[src/rtl/chan_sel.sv]
module chan_sel #(
  parameter int AW      = 32,
  parameter int BLK_BIT = 6,
  parameter int XT0_BIT = 9,
  parameter int XT1_BIT = 10,
  parameter int RLO_BIT = 11,
  parameter int RHI_BIT = 17
) (
  input  logic          clk,
  input  logic          rst_n,
  input  logic          req_valid,
  output logic          req_ready,
  input  logic [AW-1:0] req_addr,
  input  logic          req_gfx,
  input  logic [1:0]    req_tile,
  input  logic [1:0]    cfg_mode,
  input  logic          cfg_xor_dis,
  input  logic          cfg_xor_hi,
  input  logic          cfg_flex,
  output logic          out_valid,
  input  logic          out_ready,
  output logic          out_chan
);

  localparam logic [1:0] MODE_ILV = 2'd2;
  localparam logic [1:0] TILE_X   = 2'd1;
  localparam logic [1:0] TILE_Y   = 2'd2;

  logic [1:0] sh_mode;
  logic       sh_xdis, sh_xhi, sh_flex;
  logic [1:0] e_mode;
  logic       e_xdis, e_xhi, e_flex;
  logic       accept, rnd, cpu_ch, nxt_ch;

  assign req_ready = !out_valid || out_ready;
  assign accept    = req_valid && req_ready;

  assign e_mode = out_valid ? sh_mode : cfg_mode;
  assign e_xdis = out_valid ? sh_xdis : cfg_xor_dis;
  assign e_xhi  = out_valid ? sh_xhi  : cfg_xor_hi;
  assign e_flex = out_valid ? sh_flex : cfg_flex;

  assign rnd    = !e_xdis && (e_xhi ? req_addr[RHI_BIT] : req_addr[RLO_BIT]);
  assign cpu_ch = req_addr[BLK_BIT] ^ rnd;

  always_comb begin
    nxt_ch = 1'b0;
    if (e_mode == MODE_ILV) begin
      if (e_flex)
        nxt_ch = req_addr[BLK_BIT];
      else if (req_gfx && req_tile == TILE_X)
        nxt_ch = req_addr[BLK_BIT] ^ req_addr[XT0_BIT] ^ req_addr[XT1_BIT];
      else if (req_gfx && req_tile == TILE_Y)
        nxt_ch = req_addr[BLK_BIT] ^ req_addr[XT0_BIT];
      else
        nxt_ch = cpu_ch;
    end
  end

  always_ff @(posedge clk) begin
    if (!rst_n) begin
      sh_mode <= 2'd0;
      sh_xdis <= 1'b1;
      sh_xhi  <= 1'b0;
      sh_flex <= 1'b0;
    end else if (!out_valid) begin
      sh_mode <= cfg_mode;
      sh_xdis <= cfg_xor_dis;
      sh_xhi  <= cfg_xor_hi;
      sh_flex <= cfg_flex;
    end
  end

  always_ff @(posedge clk) begin
    if (!rst_n) begin
      out_valid <= 1'b0;
      out_chan  <= 1'b0;
    end else if (accept) begin
      out_valid <= 1'b1;
      out_chan  <= nxt_ch;
    end else if (out_ready) begin
      out_valid <= 1'b0;
    end
  end

  AST_NO_INTERLEAVE: assert property (@(posedge clk) disable iff (!rst_n)
    accept && e_mode != MODE_ILV |=> out_chan == 1'b0);
  AST_CPU_PLAIN: assert property (@(posedge clk) disable iff (!rst_n)
    accept && !req_gfx && e_mode == MODE_ILV && !e_flex && e_xdis
    |=> out_chan == $past(req_addr[BLK_BIT]));
  AST_X_TILE: assert property (@(posedge clk) disable iff (!rst_n)
    accept && req_gfx && req_tile == TILE_X && e_mode == MODE_ILV && !e_flex
    |=> out_chan == $past(req_addr[BLK_BIT] ^ req_addr[XT0_BIT] ^ req_addr[XT1_BIT]));
  AST_Y_TILE: assert property (@(posedge clk) disable iff (!rst_n)
    accept && req_gfx && req_tile == TILE_Y && e_mode == MODE_ILV && !e_flex
    |=> out_chan == $past(req_addr[BLK_BIT] ^ req_addr[XT0_BIT]));
  AST_STACKED: assert property (@(posedge clk) disable iff (!rst_n)
    accept && e_mode == MODE_ILV && e_flex |=> out_chan == $past(req_addr[BLK_BIT]));
  AST_ACCEPT_VALID: assert property (@(posedge clk) disable iff (!rst_n)
    accept |=> out_valid);
  AST_STALL_HOLD: assert property (@(posedge clk) disable iff (!rst_n)
    out_valid && !out_ready |=> out_valid && $stable(out_chan));
  AST_STALL_BLOCK: assert property (@(posedge clk) disable iff (!rst_n)
    out_valid && !out_ready |-> !req_ready);
  AST_CFG_FROZEN: assert property (@(posedge clk) disable iff (!rst_n)
    out_valid |=> $stable(sh_mode) && $stable(sh_flex) && $stable(sh_xdis) && $stable(sh_xhi));

endmodule

[config.mk]
export PLATFORM = sky130hd
export DESIGN_NAME = chan_sel
export DESIGN_NICKNAME = d
export VERILOG_FILES = /design/src/rtl/chan_sel.sv
export SDC_FILE = /design/constraint.sdc
export NUM_CORES = 1
export LEC_CHECK = 0
export BUFFER_PORTS_ARGS = -buffer_cell sky130_fd_sc_hd__buf_2
export CAP_MARGIN = 5
export CORE_AREA = 2 2 39 41
export CTS_CLUSTER_DIAMETER = 50
export DETAILED_ROUTE_END_ITERATION = 12
export DIE_AREA = 0 0 41 43
export PLACE_DENSITY_LB_ADDON = 0.25
export SLEW_MARGIN = 20
export SYNTH_ARGS = -nofsm -noshare
export SYNTH_HDL_FRONTEND = slang
export SYNTH_SLANG_ARGS = --single-unit
[constraint.sdc]
create_clock -name clk -period 2.1 [get_ports clk]
set_clock_uncertainty 0.1 [all_clocks]
set_input_delay 0 -clock clk [delete_from_list [all_inputs] [get_ports clk]]
set_output_delay 0 -clock clk [all_outputs]
set_load 0.02 [all_outputs]
==> results of run 1 <==
[placed cells by master (no fill, tap or decap), types with 2 or more instances in the layout]
master         netlist  routed
dfxtp_1              7       7
o21ai_0              3       3
mux2i_1              4       4
nand3b_1             2       2
nor2_1               4       4
clkbuf_4             0       3
a21oi_1              3       3
buf_2                0      19
inv_1                3       3
dlygate4sd3_1        0      10
[critical path, delay by kind of cell, from the launching register on]
family        cells  cell delay (ps)
buf+inv           2              720
flops             1              350
mux               1              290
simple gates      1               60
[what timing repair did]
action | 4_1_cts | 5_1_grt
hold buffers | 10 | 0
gates resized for setup | 0 | 0
endpoints found under the setup margin | 0 | 0
hold endpoints to repair | 6 | 0
[per-stage QoR]
stage | std cells | total power (µW) | utilization | hold slack [ps]
after global routing | 90 | 377 | 0.459 | 27.1
after CTS | 90 | 361 | 0.459 | 0.547
after global placement | 76 | 219 | 0.368 | 153
final | 90 | 356 | 0.459 | -2.10
after floorplan | 41 | 193 | - | 29.5
after detailed placement | 76 | 220 | 0.368 | 160
[cell usage after synthesis, drive strengths merged, types with 2 or more instances]
| library cell | n |
|---|---|
| a21oi | 3 |
| dfxtp | 7 |
| inv | 3 |
| mux2 | 2 |
| mux2i | 4 |
| nand3b | 2 |
| nor2 | 4 |
| o21ai | 3 |
[how the worst min path moves through the flow]
stage / from / end / slack (ps) / depth (start not counted)
after floorplan: req_valid / out_valid / 30 / 2
after global placement: cfg_mode[0] / sh_mode[0] / 150 / 3
after detailed placement: cfg_mode[0] / sh_mode[0] / 160 / 3
after CTS: cfg_mode[1] / sh_mode[1] / 0.5 / 3
after global routing: cfg_mode[1] / sh_mode[1] / 30 / 3
final: cfg_mode[1] / sh_mode[1] / -2 / 3
[registers in the layout (all words and copies together), names as in the netlist]
| name | cells |
|---|---|
| out_chan | 1 |
| out_valid | 1 |
| sh_xhi | 1 |
| sh_flex | 1 |
| sh_xdis | 1 |
| sh_mode | 2 |
[final cells by class]
type / instances / area (µm²)
clock buffer: 4 / 26.3
inverter: 3 / 11.3
timing repair buffer: 30 / 203
sequential: 7 / 140
multi-input combinational: 30 / 235
tap: 16 / 20.0
fill: 148 / 748
[power groups by stage]
stage	Sequential (µW)	Combinational, µW	Clock, µW
after global placement	147	72.1	0
final	144	87.8	123
after floorplan	149	43.1	0
after CTS	145	88.6	128
after global routing	145	96.9	135
after detailed placement	147	72.7	0
[cells by family after synthesis]
group	share of synthesized area
xor+xnor	0.0566
flops	0.352
compound gates	0.214
mux	0.167
simple gates	0.154
buf+inv	0.0566
[metal layers]
layer,routed length (µm),vias to the layer above
met5,0,-
met4,31,0
met3,33,4
met2,447,14
met1,415,176
li1,-,217
==> results by group, run 1 <==
Run status
  • Status: complete, but fails checks
  • Failing checks: negative hold slack

Yosys
  • Post-synthesis cell area: ~400 µm²
  • Seq/Total Area, Yosys: 0.352
  • Post-Synthesis Net Count: 85
  • Top cells by area, synth: dfxtp_1 (35%), mux2i_1 (10%), xnor3_1 (5.7%), a21oi_1 (3.8%), o21ai_0 (3.8%)
  • Top FF cell, synth: dfxtp_1
  • Post-synth EDFFs: 0
  • YS warnings: 0
  • Syn Area/Cell: around 9.7 µm²
  • Yosys top cell area share: 0.352
  • Synth Instances: approximately 40
  • Number of synthesized register bits: 7
  • Post-synth ARST share: 0
  • Synth cell types: 22
  • Leading area contributor after synthesis: dfxtp_1

GRT
  • Global routing usage on met3: 0.0157
  • Initial antenna violation count: 0
  • Met1 Track Usage GR: 0.110
  • GRT overflow: 0
  • First-pass GRT wire length: ~1400 µm
  • Grt peak-use layer: met2
  • Grt met2 use: 0.197
  • Total GRT Usage: 0.115
  • Vias in the first global route: ~390
  • Maximum number of pins on one net before global-route repair: 9

Final layout
  • Nets: ~120
  • Antenna Cells: 0
  • Synth-to-layout area growth: 59.7%
  • Final Instance Area: about 640 µm²
  • Ratio of cells with drive above 1 in the final layout: 0.365

STA
  • Period utilization: 0.777
  • Fin Setup TNS: 0 ps
  • Final Max Tran Viols: 0
  • Crit path time final: 1630 ps
  • Worst-Margin Slew: 250 ps
  • Hold Worst Slack: -2.10 ps
  • Final Hold Viols: 1
  • Setup ws final: about 470 ps
  • Setup-failing EPs final: 0
  • Max-slew headroom: 0.829
  • Fmax: 613 MHz
  • RSZ-0062 raised after global routing: no

Critical path
  • Reg2reg end: sh_flex
  • Setup crit start: out_valid
  • Critical Path Max Stage Delay: about 550 ps
  • Max FO, Critical Path: 8
  • Flop-to-flop setup slack: between 400 and 500 ps
  • Worst Setup EP: sh_flex
  • CP Cell Sequence: buf_4 > mux2i_1 > nor2_1 > dlygate4sd3_1
  • Worst R2R Path Depth: 4
  • CP Capture Type: flip-flop
  • Crit path arrival time: approximately 1700 ps
  • Crit path kind: reg2reg
  • CP required: roughly 2100 ps
  • Startpoint type of the worst setup path: flip-flop
  • R2r startpoint: out_valid
  • Slowest CP cell: dlygate4sd3_1

Pwr
  • Max VDD drop: about 0.00029 V
  • Clock Power Share: 0.347
  • Internal power: 265 µW
  • Seq pwr share: 0.406
  • Sw Share: 0.254
  • NetSw: approximately 90 µW
  • Combinational share of power: 0.247
  • P_leak: 0.000305 µW
  • PwrDens: 560 nW/µm²

CTS
  • Total CTS buffers: 3
  • Worst skew pair latency: roughly 250 ps
  • Setup bufs post-CTS: 0
  • Sink Count: 7
  • Reg clk slew, reported paths: around 50 ps
  • Root buf cell: clkbuf_4
  • CTS tree: done
  • Clock tree buffer depth: 2
  • H-tree levels: 1

Route
  • Post-DRT Antenna Nets: 0
  • Routed wire per std cell: just over 10 µm
  • DR vias: 411
  • DRC: 0
  • First drt pass iteration count: 4
  • Vias per inst: 4.57
  • Routed wire length: between 900 and 1000 µm
  • Starting DRT DRC Count: 2

Floorplanning
  • Core footprint: 1380 µm²
  • Number of core rows: 14
  • Die width: 41 µm
  • Area of the die: 1760 µm²
  • Die height: around 43 µm
  • Initial Utilization: 0.288
  • Ports: 47

Place
  • Place WS: 539 ps
  • Detailed Place HPWL: about 670 µm
  • # port buffers: 19
  • Routability cong.: 0.775
  • Placed inst area: 509 µm²

Worst hold path
  • Hold Crit Class: in2reg

Run
  • Max-cap check violation count: 0
Power figures use the tool's default switching activity.
==> run 2: changes to the inputs <==
- ABC_AREA: not set -> 1
- clock period: 2.1 -> 1.65 ns (I/O delays scaled with it)
==> results by group, run 2 <==
STA
  • RSZ-0062 raised after global routing: no (unchanged)
  • Crit path time final: 1490 ps (was 1630 ps)
  • Fin Setup TNS: 0 ps (unchanged)
  • Final Max Tran Viols: 0 (unchanged)
  • Max-slew headroom: 0.835 (was 0.829)
  • Final Hold Viols: 0 (was 1)
  • Setup-failing EPs final: 0 (unchanged)
  • Worst-Margin Slew: 240 ps (was 250 ps)
  • Period utilization: 0.901 (was 0.777)
  • Fmax: 672 MHz (was 613 MHz)

Place
  • Placed inst area: 499 µm² (was 509 µm²)
  • Routability cong.: 0.755 (was 0.775)
  • Detailed Place HPWL: 679 µm (was 673 µm)
  • # port buffers: 19 (unchanged)
  • Placed cell count: 91 (was 76)

GRT
  • Maximum number of pins on one net before global-route repair: 8 (was 9)
  • Vias in the first global route: 449 (was 386)
  • Initial antenna violation count: 0 (unchanged)
  • Total GRT Usage: 0.140 (was 0.115)
  • GRT overflow: 0 (unchanged)
  • First-pass GRT wire length: 1750 µm (was 1370 µm)

Pwr
  • NetSw: 122 µW (was 90.4 µW)
  • Max VDD drop: 0.000333 V (was 0.000286 V)
  • Combinational share of power: 0.237 (was 0.247)
  • Seq pwr share: 0.417 (was 0.406)
  • Internal power: 326 µW (was 265 µW)
  • Sw Share: 0.272 (was 0.254)
  • Clock Power Share: 0.346 (was 0.347)
  • P_leak: 0.000321 µW (was 0.000305 µW)
  • Total Power: 448 µW (was 356 µW)
  • PwrDens: 740 nW/µm² (was 560 nW/µm²)

Final layout
  • Nets: 132 (was 119)
  • Most frequent cells in the layout: nand2_1 (21), buf_2 (19), dlygate4sd3_1 (8) (was buf_2 (19), dlygate4sd3_1 (10), dfxtp_1 (7))
  • Final Instance Area: 606 µm² (was 636 µm²)
  • Layout Cells excl Fill: 103 (was 90)
  • Synth-to-layout area growth: 57.7% (was 59.7%)
  • Max FFs per register: 2 (unchanged)
  • Most flops, register: sh_mode (unchanged)
  • Commonest non-fill, non-tap cell in the layout: nand2_1 (was buf_2)
  • Ratio of cells with drive above 1 in the final layout: 0.345 (was 0.365)
  • Antenna Cells: 0 (unchanged)

Route
  • Vias per inst: 4.23 (was 4.57)
  • Routed wire length: 893 µm (was 928 µm)
  • DR vias: 436 (was 411)
  • First drt pass iteration count: 4 (unchanged)
  • DRC: 0 (unchanged)
  • Routed wire per std cell: 8.67 µm (was 10.3 µm)
  • Starting DRT DRC Count: 5 (was 2)
  • Post-DRT Antenna Nets: 0 (unchanged)

Critical path
  • CP required: 1680 ps (was 2140 ps)
  • Setup crit start: out_valid (unchanged)
  • Flop-to-flop setup slack: 160 ps (was 470 ps)
  • Worst Setup EP: sh_xdis (was sh_flex)
  • CP Capture Type: flip-flop (unchanged)
  • Worst R2R Path Depth: 4 (unchanged)
  • Max FO, Critical Path: 7 (was 8)
  • Crit path kind: reg2reg (unchanged)
  • Startpoint type of the worst setup path: flip-flop (unchanged)
  • Reg2reg end: sh_xdis (was sh_flex)
  • R2r startpoint: out_valid (unchanged)
  • Crit path arrival time: 1520 ps (was 1670 ps)

CTS
  • Worst skew pair latency: 250 ps (about the same)
  • Sink Count: 7 (unchanged)
  • H-tree levels: 1 (unchanged)
  • Total CTS buffers: 3 (unchanged)
  • Reg clk slew, reported paths: 50 ps (about the same)
  • Root buf cell: clkbuf_4 (unchanged)
  • CTS tree: done (unchanged)
  • Post-CTS sizing: 0 (unchanged)
  • Clock tree buffer depth: 2 (unchanged)

Worst hold path
  • Hold Crit Class: in2reg (unchanged)

Yosys
  • Post-synth ARST share: 0 (unchanged)
  • Syn Area/Cell: 6.86 µm² (was 9.70 µm²)
  • Post-synth EDFFs: 0 (unchanged)
  • Post-synth top cells: nand2_1 (21), dfxtp_1 (7), inv_1 (4) (was dfxtp_1 (7), mux2i_1 (4), nor2_1 (4))
  • Synth cell types: 17 (was 22)
  • Synth Instances: 56 (was 41)
  • Number of synthesized register bits: 7 (unchanged)
  • Seq/Total Area, Yosys: 0.365 (was 0.352)
  • Top FF cell, synth: dfxtp_1 (unchanged)
  • Leading area contributor after synthesis: dfxtp_1 (unchanged)
  • Top-count cell post-synth: nand2_1 (was dfxtp_1)
  • Top cells by area, synth: dfxtp_1 (36%), nand2_1 (21%), nand2_2 (4.9%), a21oi_1 (3.9%), nand3_1 (3.9%) (was dfxtp_1 (35%), mux2i_1 (10%), xnor3_1 (5.7%), a21oi_1 (3.8%), o21ai_0 (3.8%))
  • Post-synthesis cell area: 384 µm² (was 398 µm²)
  • Post-Synthesis Net Count: 100 (was 85)
  • YS warnings: 0 (unchanged)
  • Yosys top cell area share: 0.365 (was 0.352)

Floorplanning
  • Area of the die: 1760 µm² (unchanged)
  • Core footprint: 1380 µm² (unchanged)
  • Die height: 43 µm (unchanged)
  • Ports: 47 (unchanged)
  • Initial Utilization: 0.278 (was 0.288)
  • Number of core rows: 14 (unchanged)
  • Die width: 41 µm (unchanged)

Run
  • Max-cap check violation count: 0 (unchanged)

Run status
  • Status: complete, no violations (was complete, but fails checks)
[run 2: cell types whose count changed in the layout (fill, tap and decap cells not counted), moves of 2 or more]
cell / delta
nand2_1: +20
mux2i_1: -3
nand2_2: +3
dlygate4sd3_1: -2
inv_2: +2
nand3_1: +2
o21ai_0: -2
[run 2: routing by layer]
metal	track usage	part of all wire	vias up
met3	0.0314	0.021	0
met4	0.0600	0	0
met1	0.184	0.44	192
met2	0.209	0.54	5
met5	0	0	-
li1	-	-	239
[run 2: through the flow]
stage	utilization	hold slack, ps	setup WS, ps
floorplan	-	-15.9	204
global placement	0.361	129	235
detailed placement	0.361	132	232
CTS	0.438	86.3	152
global route	0.438	135	70.7
finish	0.438	82.5	163
[run 2: how the worst min path moves through the flow]
stage | startpoint | endpoint | slack, ps | cells after the start
after floorplan | rst_n | sh_xdis | -20 | 1
after global placement | rst_n | sh_xdis | 130 | 2
after detailed placement | rst_n | sh_xdis | 130 | 2
after CTS | req_gfx | out_chan | 90 | 6
after global routing | req_tile[1] | out_chan | 130 | 6
final | req_gfx | out_chan | 80 | 6
[run 2: cell type report]
cell class | count | area [µm²]
timing repair buffer | 27 | 175
sequential | 7 | 140
clock buffer | 4 | 26.3
multi-input combinational | 43 | 221
inverter | 6 | 22.5
fill | 151 | 778
tap | 16 | 20.0
[run 2: timing repair]
item	4_1_cts	5_1_grt
setup buffers	0	0
endpoints found under the hold margin	7	0
hold buffers	8	0
[run 2: cell families (layout without fill, tap and decap cells)]
logic type,count (synthesis),after routing,share of synthesized area
DFF,7,7,0.365
AOI/OAI and AO/OA,4,4,0.0521
buffers and inverters,6,37,0.0586
and+or+nand+nor,36,36,0.453
xor gates and xnor gates,2,2,0.0456
muxes,1,1,0.0261
[run 2: worst max-delay path: stages, from the launching register on]
cell and delay (ps):
dfxtp_1 470, inv_2 110, nand2_2 80, nand3_1 60, dlygate4sd3_1 550
[run 2: power groups by stage]
stage	Clock (µW)	Sequential, µW	Combinational [µW]
global placement	0	190	90.0
global route	184	188	121
detailed placement	0	191	91.3
finish	155	187	106
CTS	161	187	107
floorplan	0	193	53.9
